File: config.mk
export PLATFORM = sky130hd
export DESIGN_NAME = tt_reset_seq
export DESIGN_NICKNAME = d
export VERILOG_FILES = /design/src/rtl/tt_pkg.sv /design/src/rtl/tt_byte_check.sv /design/src/rtl/tt_thr_bank.sv /design/src/rtl/tt_seq_fsm.sv /design/src/rtl/tt_reset_seq.sv
export SDC_FILE = /design/constraint.sdc
export NUM_CORES = 1
export LEC_CHECK = 0
export ABC_CLOCK_PERIOD_IN_PS = 3200
export BUFFER_PORTS_ARGS = -buffer_cell sky130_fd_sc_hd__clkbuf_2
export CAP_MARGIN = 20
export CORE_UTILIZATION = 53
export DETAILED_ROUTE_END_ITERATION = 7
export HOLD_SLACK_MARGIN = 0.03
export PLACE_DENSITY = 0.78
export SYNTH_ARGS = -nofsm -noshare
export SYNTH_HDL_FRONTEND = slang
export SYNTH_HIERARCHICAL = 1
export SYNTH_SLANG_ARGS = --single-unit
File: constraint.sdc
create_clock -name clk -period 3.2 [get_ports clk]
set_input_delay 0.48 -clock clk [delete_from_list [all_inputs] [get_ports clk]]
set_output_delay 0.48 -clock clk [all_outputs]
set_load 0.02 [all_outputs]
File: src/rtl/tt_pkg.sv
package tt_pkg;

  localparam int NTHR = 3;
  localparam logic [7:0] DEV_WR_ADDR = 8'hA0;

  typedef enum logic [2:0] {
    ST_IDLE,
    ST_DEV,
    ST_ADR,
    ST_DAT,
    ST_HOLD,
    ST_SKIP,
    ST_PROG
  } seq_state_t;

  // Select byte to one-hot threshold index; zero when no threshold matches.
  function automatic logic [NTHR-1:0] thr_select(input logic [7:0] b);
    case (b)
      8'h03:   thr_select = 3'b001;
      8'h0B:   thr_select = 3'b010;
      8'h0F:   thr_select = 3'b100;
      default: thr_select = 3'b000;
    endcase
  endfunction

endpackage

File: src/rtl/tt_byte_check.sv
module tt_byte_check
  import tt_pkg::*;
#(
  parameter int CW = 5
) (
  input  logic [7:0]      rx_byte,
  input  logic [CW-1:0]   cur_code,
  output logic            dev_ok,
  output logic [NTHR-1:0] sel_hit,
  output logic            data_reset,
  output logic            data_raise,
  output logic [CW-1:0]   new_code
);

  localparam logic [7:0] MAX_CODE = 8'((1 << CW) - 1);

  // A raise must stay within the code range and must not go below the present code.
  function automatic logic raise_ok(input logic [7:0] d, input logic [CW-1:0] cur);
    raise_ok = (d != 8'h00) && (d <= MAX_CODE) && (d[CW-1:0] >= cur);
  endfunction

  always_comb begin
    dev_ok     = (rx_byte == DEV_WR_ADDR);
    sel_hit    = thr_select(rx_byte);
    data_reset = (rx_byte == 8'h00);
    data_raise = raise_ok(rx_byte, cur_code);
    new_code   = rx_byte[CW-1:0];
  end

endmodule

File: src/rtl/tt_thr_bank.sv
module tt_thr_bank #(
  parameter int NTHR      = 3,
  parameter int CW        = 5,
  parameter int INIT_CODE = 16
) (
  input  logic               clk,
  input  logic               rst_n,
  input  logic               wr_en,
  input  logic [NTHR-1:0]    wr_sel,
  input  logic [CW-1:0]      wr_code,
  input  logic [NTHR-1:0]    rd_sel,
  output logic [CW-1:0]      rd_code,
  output logic [NTHR*CW-1:0] codes_flat
);

  logic [CW-1:0] code_q [NTHR];

  for (genvar k = 0; k < NTHR; k++) begin : g_thr
    always_ff @(posedge clk or negedge rst_n) begin
      if (!rst_n)
        code_q[k] <= CW'(INIT_CODE);
      else if (wr_en && wr_sel[k])
        code_q[k] <= wr_code;
    end
    assign codes_flat[k*CW +: CW] = code_q[k];
  end

  always_comb begin
    rd_code = '0;
    for (int k = 0; k < NTHR; k++)
      if (rd_sel[k]) rd_code = rd_code | code_q[k];
  end

endmodule

File: src/rtl/tt_seq_fsm.sv
module tt_seq_fsm
  import tt_pkg::*;
#(
  parameter int CW = 5
) (
  input  logic            clk,
  input  logic            rst_n,
  input  logic            start_evt,
  input  logic            stop_evt,
  input  logic            byte_valid,
  input  logic            vp_flag,
  input  logic            dev_ok,
  input  logic [NTHR-1:0] sel_hit,
  input  logic            data_reset,
  input  logic            data_raise,
  input  logic [CW-1:0]   new_code,
  output logic            ack,
  output logic            nack,
  output logic            busy,
  output logic            done,
  output logic [NTHR-1:0] prog_req,
  output logic [NTHR-1:0] sel_q,
  output logic            wr_en,
  output logic [CW-1:0]   code_q
);

  seq_state_t state;

  // Completion: the programming pin seen low while busy.
  assign wr_en    = (state == ST_PROG) && !vp_flag;
  assign busy     = (state == ST_PROG);
  assign prog_req = busy ? sel_q : '0;

  always_ff @(posedge clk or negedge rst_n) begin
    if (!rst_n) begin
      state  <= ST_IDLE;
      sel_q  <= '0;
      code_q <= '0;
      ack    <= 1'b0;
      nack   <= 1'b0;
      done   <= 1'b0;
    end else begin
      ack  <= 1'b0;
      nack <= 1'b0;
      done <= 1'b0;
      if (state == ST_PROG) begin
        if (byte_valid) nack <= 1'b1;
        if (!vp_flag) begin
          done  <= 1'b1;
          state <= ST_IDLE;
        end
      end else if (start_evt) begin
        state <= vp_flag ? ST_DEV : ST_SKIP;
      end else if (stop_evt) begin
        state <= (state == ST_HOLD) ? ST_PROG : ST_IDLE;
      end else if (byte_valid) begin
        case (state)
          ST_DEV: begin
            if (dev_ok) begin
              ack   <= 1'b1;
              state <= ST_ADR;
            end else begin
              nack  <= 1'b1;
              state <= ST_SKIP;
            end
          end
          ST_ADR: begin
            if (sel_hit != '0) begin
              ack   <= 1'b1;
              sel_q <= sel_hit;
              state <= ST_DAT;
            end else begin
              nack  <= 1'b1;
              state <= ST_SKIP;
            end
          end
          ST_DAT: begin
            if (data_reset || data_raise) begin
              ack    <= 1'b1;
              code_q <= new_code;
              state  <= ST_HOLD;
            end else begin
              nack  <= 1'b1;
              state <= ST_SKIP;
            end
          end
          default: nack <= 1'b1;
        endcase
      end
    end
  end

endmodule

File: src/rtl/tt_reset_seq.sv
module tt_reset_seq
  import tt_pkg::*;
#(
  parameter int CW        = 5,
  parameter int INIT_CODE = 16
) (
  input  logic               clk,
  input  logic               rst_n,
  input  logic               start_evt,
  input  logic               stop_evt,
  input  logic               byte_valid,
  input  logic [7:0]         rx_byte,
  input  logic               vp_flag,
  output logic               ack_o,
  output logic               nack_o,
  output logic [NTHR-1:0]    prog_req_o,
  output logic               busy_o,
  output logic               done_o,
  output logic [NTHR*CW-1:0] thr_codes_o
);

  logic            dev_ok;
  logic [NTHR-1:0] sel_hit;
  logic            data_reset;
  logic            data_raise;
  logic [CW-1:0]   new_code;
  logic [NTHR-1:0] sel_q;
  logic [CW-1:0]   cur_code;
  logic [CW-1:0]   pend_code;
  logic            prog_done_evt;

  tt_byte_check #(.CW(CW)) u_check (
    .rx_byte    (rx_byte),
    .cur_code   (cur_code),
    .dev_ok     (dev_ok),
    .sel_hit    (sel_hit),
    .data_reset (data_reset),
    .data_raise (data_raise),
    .new_code   (new_code)
  );

  tt_seq_fsm #(.CW(CW)) u_fsm (
    .clk        (clk),
    .rst_n      (rst_n),
    .start_evt  (start_evt),
    .stop_evt   (stop_evt),
    .byte_valid (byte_valid),
    .vp_flag    (vp_flag),
    .dev_ok     (dev_ok),
    .sel_hit    (sel_hit),
    .data_reset (data_reset),
    .data_raise (data_raise),
    .new_code   (new_code),
    .ack        (ack_o),
    .nack       (nack_o),
    .busy       (busy_o),
    .done       (done_o),
    .prog_req   (prog_req_o),
    .sel_q      (sel_q),
    .wr_en      (prog_done_evt),
    .code_q     (pend_code)
  );

  tt_thr_bank #(.NTHR(NTHR), .CW(CW), .INIT_CODE(INIT_CODE)) u_bank (
    .clk        (clk),
    .rst_n      (rst_n),
    .wr_en      (prog_done_evt),
    .wr_sel     (sel_q),
    .wr_code    (pend_code),
    .rd_sel     (sel_q),
    .rd_code    (cur_code),
    .codes_flat (thr_codes_o)
  );

endmodule

==> flow_summary_export.csv <==
group,metric,value,unit
finish,drive_above_1_share,0.384,
sta,max_freq,391,MHz
synthesis,ys.warnings.count,6,
sta,setup_viol_count_final,0,
status,violations,"DRC",
critical_path,cp-start-kind,"flip-flop",
sta,rsz0062_at_grt,"no",
job,cap_violations,0,
power,clkPwrFrac,0.392,
drt,wire_per_inst,15.8,um
floorplanning,die_h,57.1,um
sta,period_share,0.798,
synthesis,seq_area_frac_synth,0.453,
clock_network,ctsHoldBuffers,0,
finish,nets,203,
synthesis,yosysUniqueCellTypes,39,
power,p_sw,192,uW
sta,timing.hold.ws,0.192,ns
drt,avgViaCountPerCell,5.91,
critical_path,crit_arrival,2.76,ns
drt,totalWireLength,3410,um
critical_path,worstPathMaxFanout,8,
clock_network,clock-sinks,29,
sta,slew_viol_final,0,
synthesis,synth_edf_count,0,
floorplanning,dieArea,3260,um2
clock_network,cts.repair.resized,0,
sta,finClkSkew,0.00444,ns
clock_network,clkTransAtPathRegs,0.09,ns
finish,diodes,0,
place,pre_cts_slack,0.657,ns
synthesis,synth_top_area_share,0.404,
drt,vias,1277,
critical_path,cp_data_required_time,3.41,ns
power,p_int,600,uW
floorplanning,row_count,19,
clock_network,cts_buffer_depth,2,
floorplanning,die_w,57.1,um
synthesis,yosys.area.top_type,"dfrtp_1",
sta,hold_viol,0,
finish,fillCellCount,243,
worst_hold_path,hold_class,"in -> async",
power,swShare,0.242,
drt,ant_nets,0,
critical_path,end_kind,"flip-flop",
grt,antenna_found_initial,0,
grt,grt_usage,0.233,
power,combPwrFrac,0.105,
place,gp_congestion,0.804,
synthesis,ys_ff_latch,29,
critical_path,path_class,"reg -> reg",
sta,setup_tns,0,ns
place,dp_hpwl,2570,um
clock_network,clock_latency,0.32,ns
synthesis,synth_area_leaders,"dfrtp_1 40%, mux2_2 13%, dfstp_2 4.9%",
drt,drt_first_iter_violations,67,
grt,grt_max_degree,30,
critical_path,reg2reg_depth,11,
power,seq_power_share,0.503,
sta,fin_crit,2.55,ns
clock_network,htree_levels,2,
grt,overflow,0,
synthesis,async_flop_share,1.00,
sta,max_slew_margin,0.532,
sta,fin_ws,0.646,ns
drt,drc,2,
synthesis,synth_cells,150,
grt,grt_pass1_wl,5690,um
place,port_buffers,35,
finish,syn2layout_area_growth,14.9,%
synthesis,avgSynthCellArea,10.7,um2
clock_network,tritoncts,"built",
synthesis,yosysMostFrequentCell,"dfrtp_1",
clock_network,cts_root_buf,"clkbuf_4",
power,power.density,427,nW/um2
power,ir_worst_vdd,0.000305,V
sta,worst_pin_slew,0.702,ns
grt,grt_pass1_vias,1175,
finish,regArea,729,um2
drt,dr.pass1.iters,6,
floorplanning,ios,36,
synthesis,synth_commonest_cells,"26 x dfrtp_1, 18 x mux2_2, 14 x nand2_1, 10 x inv_1, 7 x a21oi_1",
finish,fin_util,0.655,
clock_network,post_cts_buffers,0,
finish,multi_input_area,786,um2
status,outcome,"complete, but fails checks",
synthesis,netlist_area,1610,um2
power,power_leakage,0.000978,uW
synthesis,synth_fp_nets,169,
clock_network,cts_buffers,5,
synthesis,synth_top_flop_cell,"dfrtp_1",
floorplanning,coreArea,2830,um2
floorplanning,start_util,0.570,
cell families after synthesis:
| logic type | synth area share |
|---|---|
| AND/OR/NAND/NOR | 0.186 |
| flip-flops | 0.453 |
| AO/OA/AOI/OAI | 0.102 |
| multiplexers | 0.161 |
| buffers and inverters | 0.0598 |
| adder cells (fa/ha/maj) | 0.0388 |
layer usage:
layer,vias to the layer above,global-route usage,share of wire
met2,48,0.355,0.47
met4,0,0.0871,0.011
met3,6,0.0567,0.070
li1,608,-,-
met5,-,0,0
met1,615,0.323,0.44
area by class of cell:
class                           count  area share
Clock inverter                      1      0.0162
Inverter                           10      0.0203
Sequential cell                    29       0.394
Timing Repair Buffer               35      0.0946
Tap cell                           31      0.0209
Clock buffer                        7      0.0297
Multi-Input combinational cell    103       0.424
flip-flops by register name, indices dropped and copies added (netlist names):
name and count:
u_fsm/state 3, u_fsm/ack 1, u_fsm/done 1, u_fsm/sel_q 3, u_bank/codes_flat 15, u_fsm/nack 1
u_fsm/code_q 5
final timing paths:
| check | from | to | slack [ns] |
|---|---|---|---|
| setup / recovery | u_fsm/sel_q[0] | u_fsm/code_q[2] | 0.65 |
| hold reg to reg | u_bank/codes_flat[6] | u_bank/codes_flat[6] | 0.56 |
| setup reg to reg | u_fsm/sel_q[0] | u_fsm/code_q[2] | 0.65 |
| min in group clk | vp_flag | u_fsm/done | 0.40 |
| hold / removal | rst_n | u_bank/codes_flat[1] | 0.19 |
| max in group asynchronous | rst_n | u_fsm/state[1] | 2.56 |
power groups by stage:
stage	Combinational [uW]	Sequential, uW	Clock (uW)
6_report	83.3	398	310
5_1_grt	92.9	402	330
4_1_cts	83.1	398	318
3_5_place_dp	82.7	405	0
3_3_place_gp	80.2	403	0
2_1_floorplan	72.5	390	0
critical path, cell delays in order (launching register included):
cell,delay [ns]
dfrtp_1,0.47
a222oi_1,0.34
inv_1,0.08
ha_1,0.28
nor2b_1,0.04
o21ai_0,0.15
nand3_1,0.10
a21oi_1,0.15
nor2_1,0.07
nand3b_1,0.22
nor2_4,0.19
mux2_2,0.35
cell usage in the layout (no fill, tap or decap), types with 2 or more instances in the layout:
| cell | Yosys | routed |
|---|---|---|
| nand2_1 | 14 | 14 |
| nor3_1 | 3 | 3 |
| a21oi_1 | 7 | 7 |
| nor2_1 | 6 | 6 |
| o21ai_0 | 3 | 3 |
| o21ai_1 | 3 | 3 |
| dfrtp_1 | 26 | 26 |
| clkbuf_2 | 0 | 35 |
| and2_1 | 2 | 2 |
| nand3_1 | 2 | 2 |
| nor2b_1 | 3 | 3 |
| mux2_1 | 5 | 5 |
| clkbuf_4 | 0 | 5 |
| and3_1 | 5 | 5 |
| mux2_2 | 18 | 18 |
| nor3_2 | 2 | 2 |
| inv_1 | 10 | 10 |
| dfstp_2 | 3 | 3 |
| nand2b_1 | 3 | 3 |
| a222oi_1 | 5 | 5 |
| ha_1 | 5 | 5 |
through the flow:
| stage | total power [uW] | instances | area [um2] |
|---|---|---|---|
| 5_1_grt | 825 | 216 | 1850 |
| 6_report | 791 | 216 | 1850 |
| 2_1_floorplan | 463 | 150 | 1610 |
| 4_1_cts | 799 | 216 | 1850 |
| 3_3_place_gp | 483 | 208 | 1770 |
| 3_5_place_dp | 487 | 208 | 1770 |
Note: power is estimated with default switching activity, not from simulation.
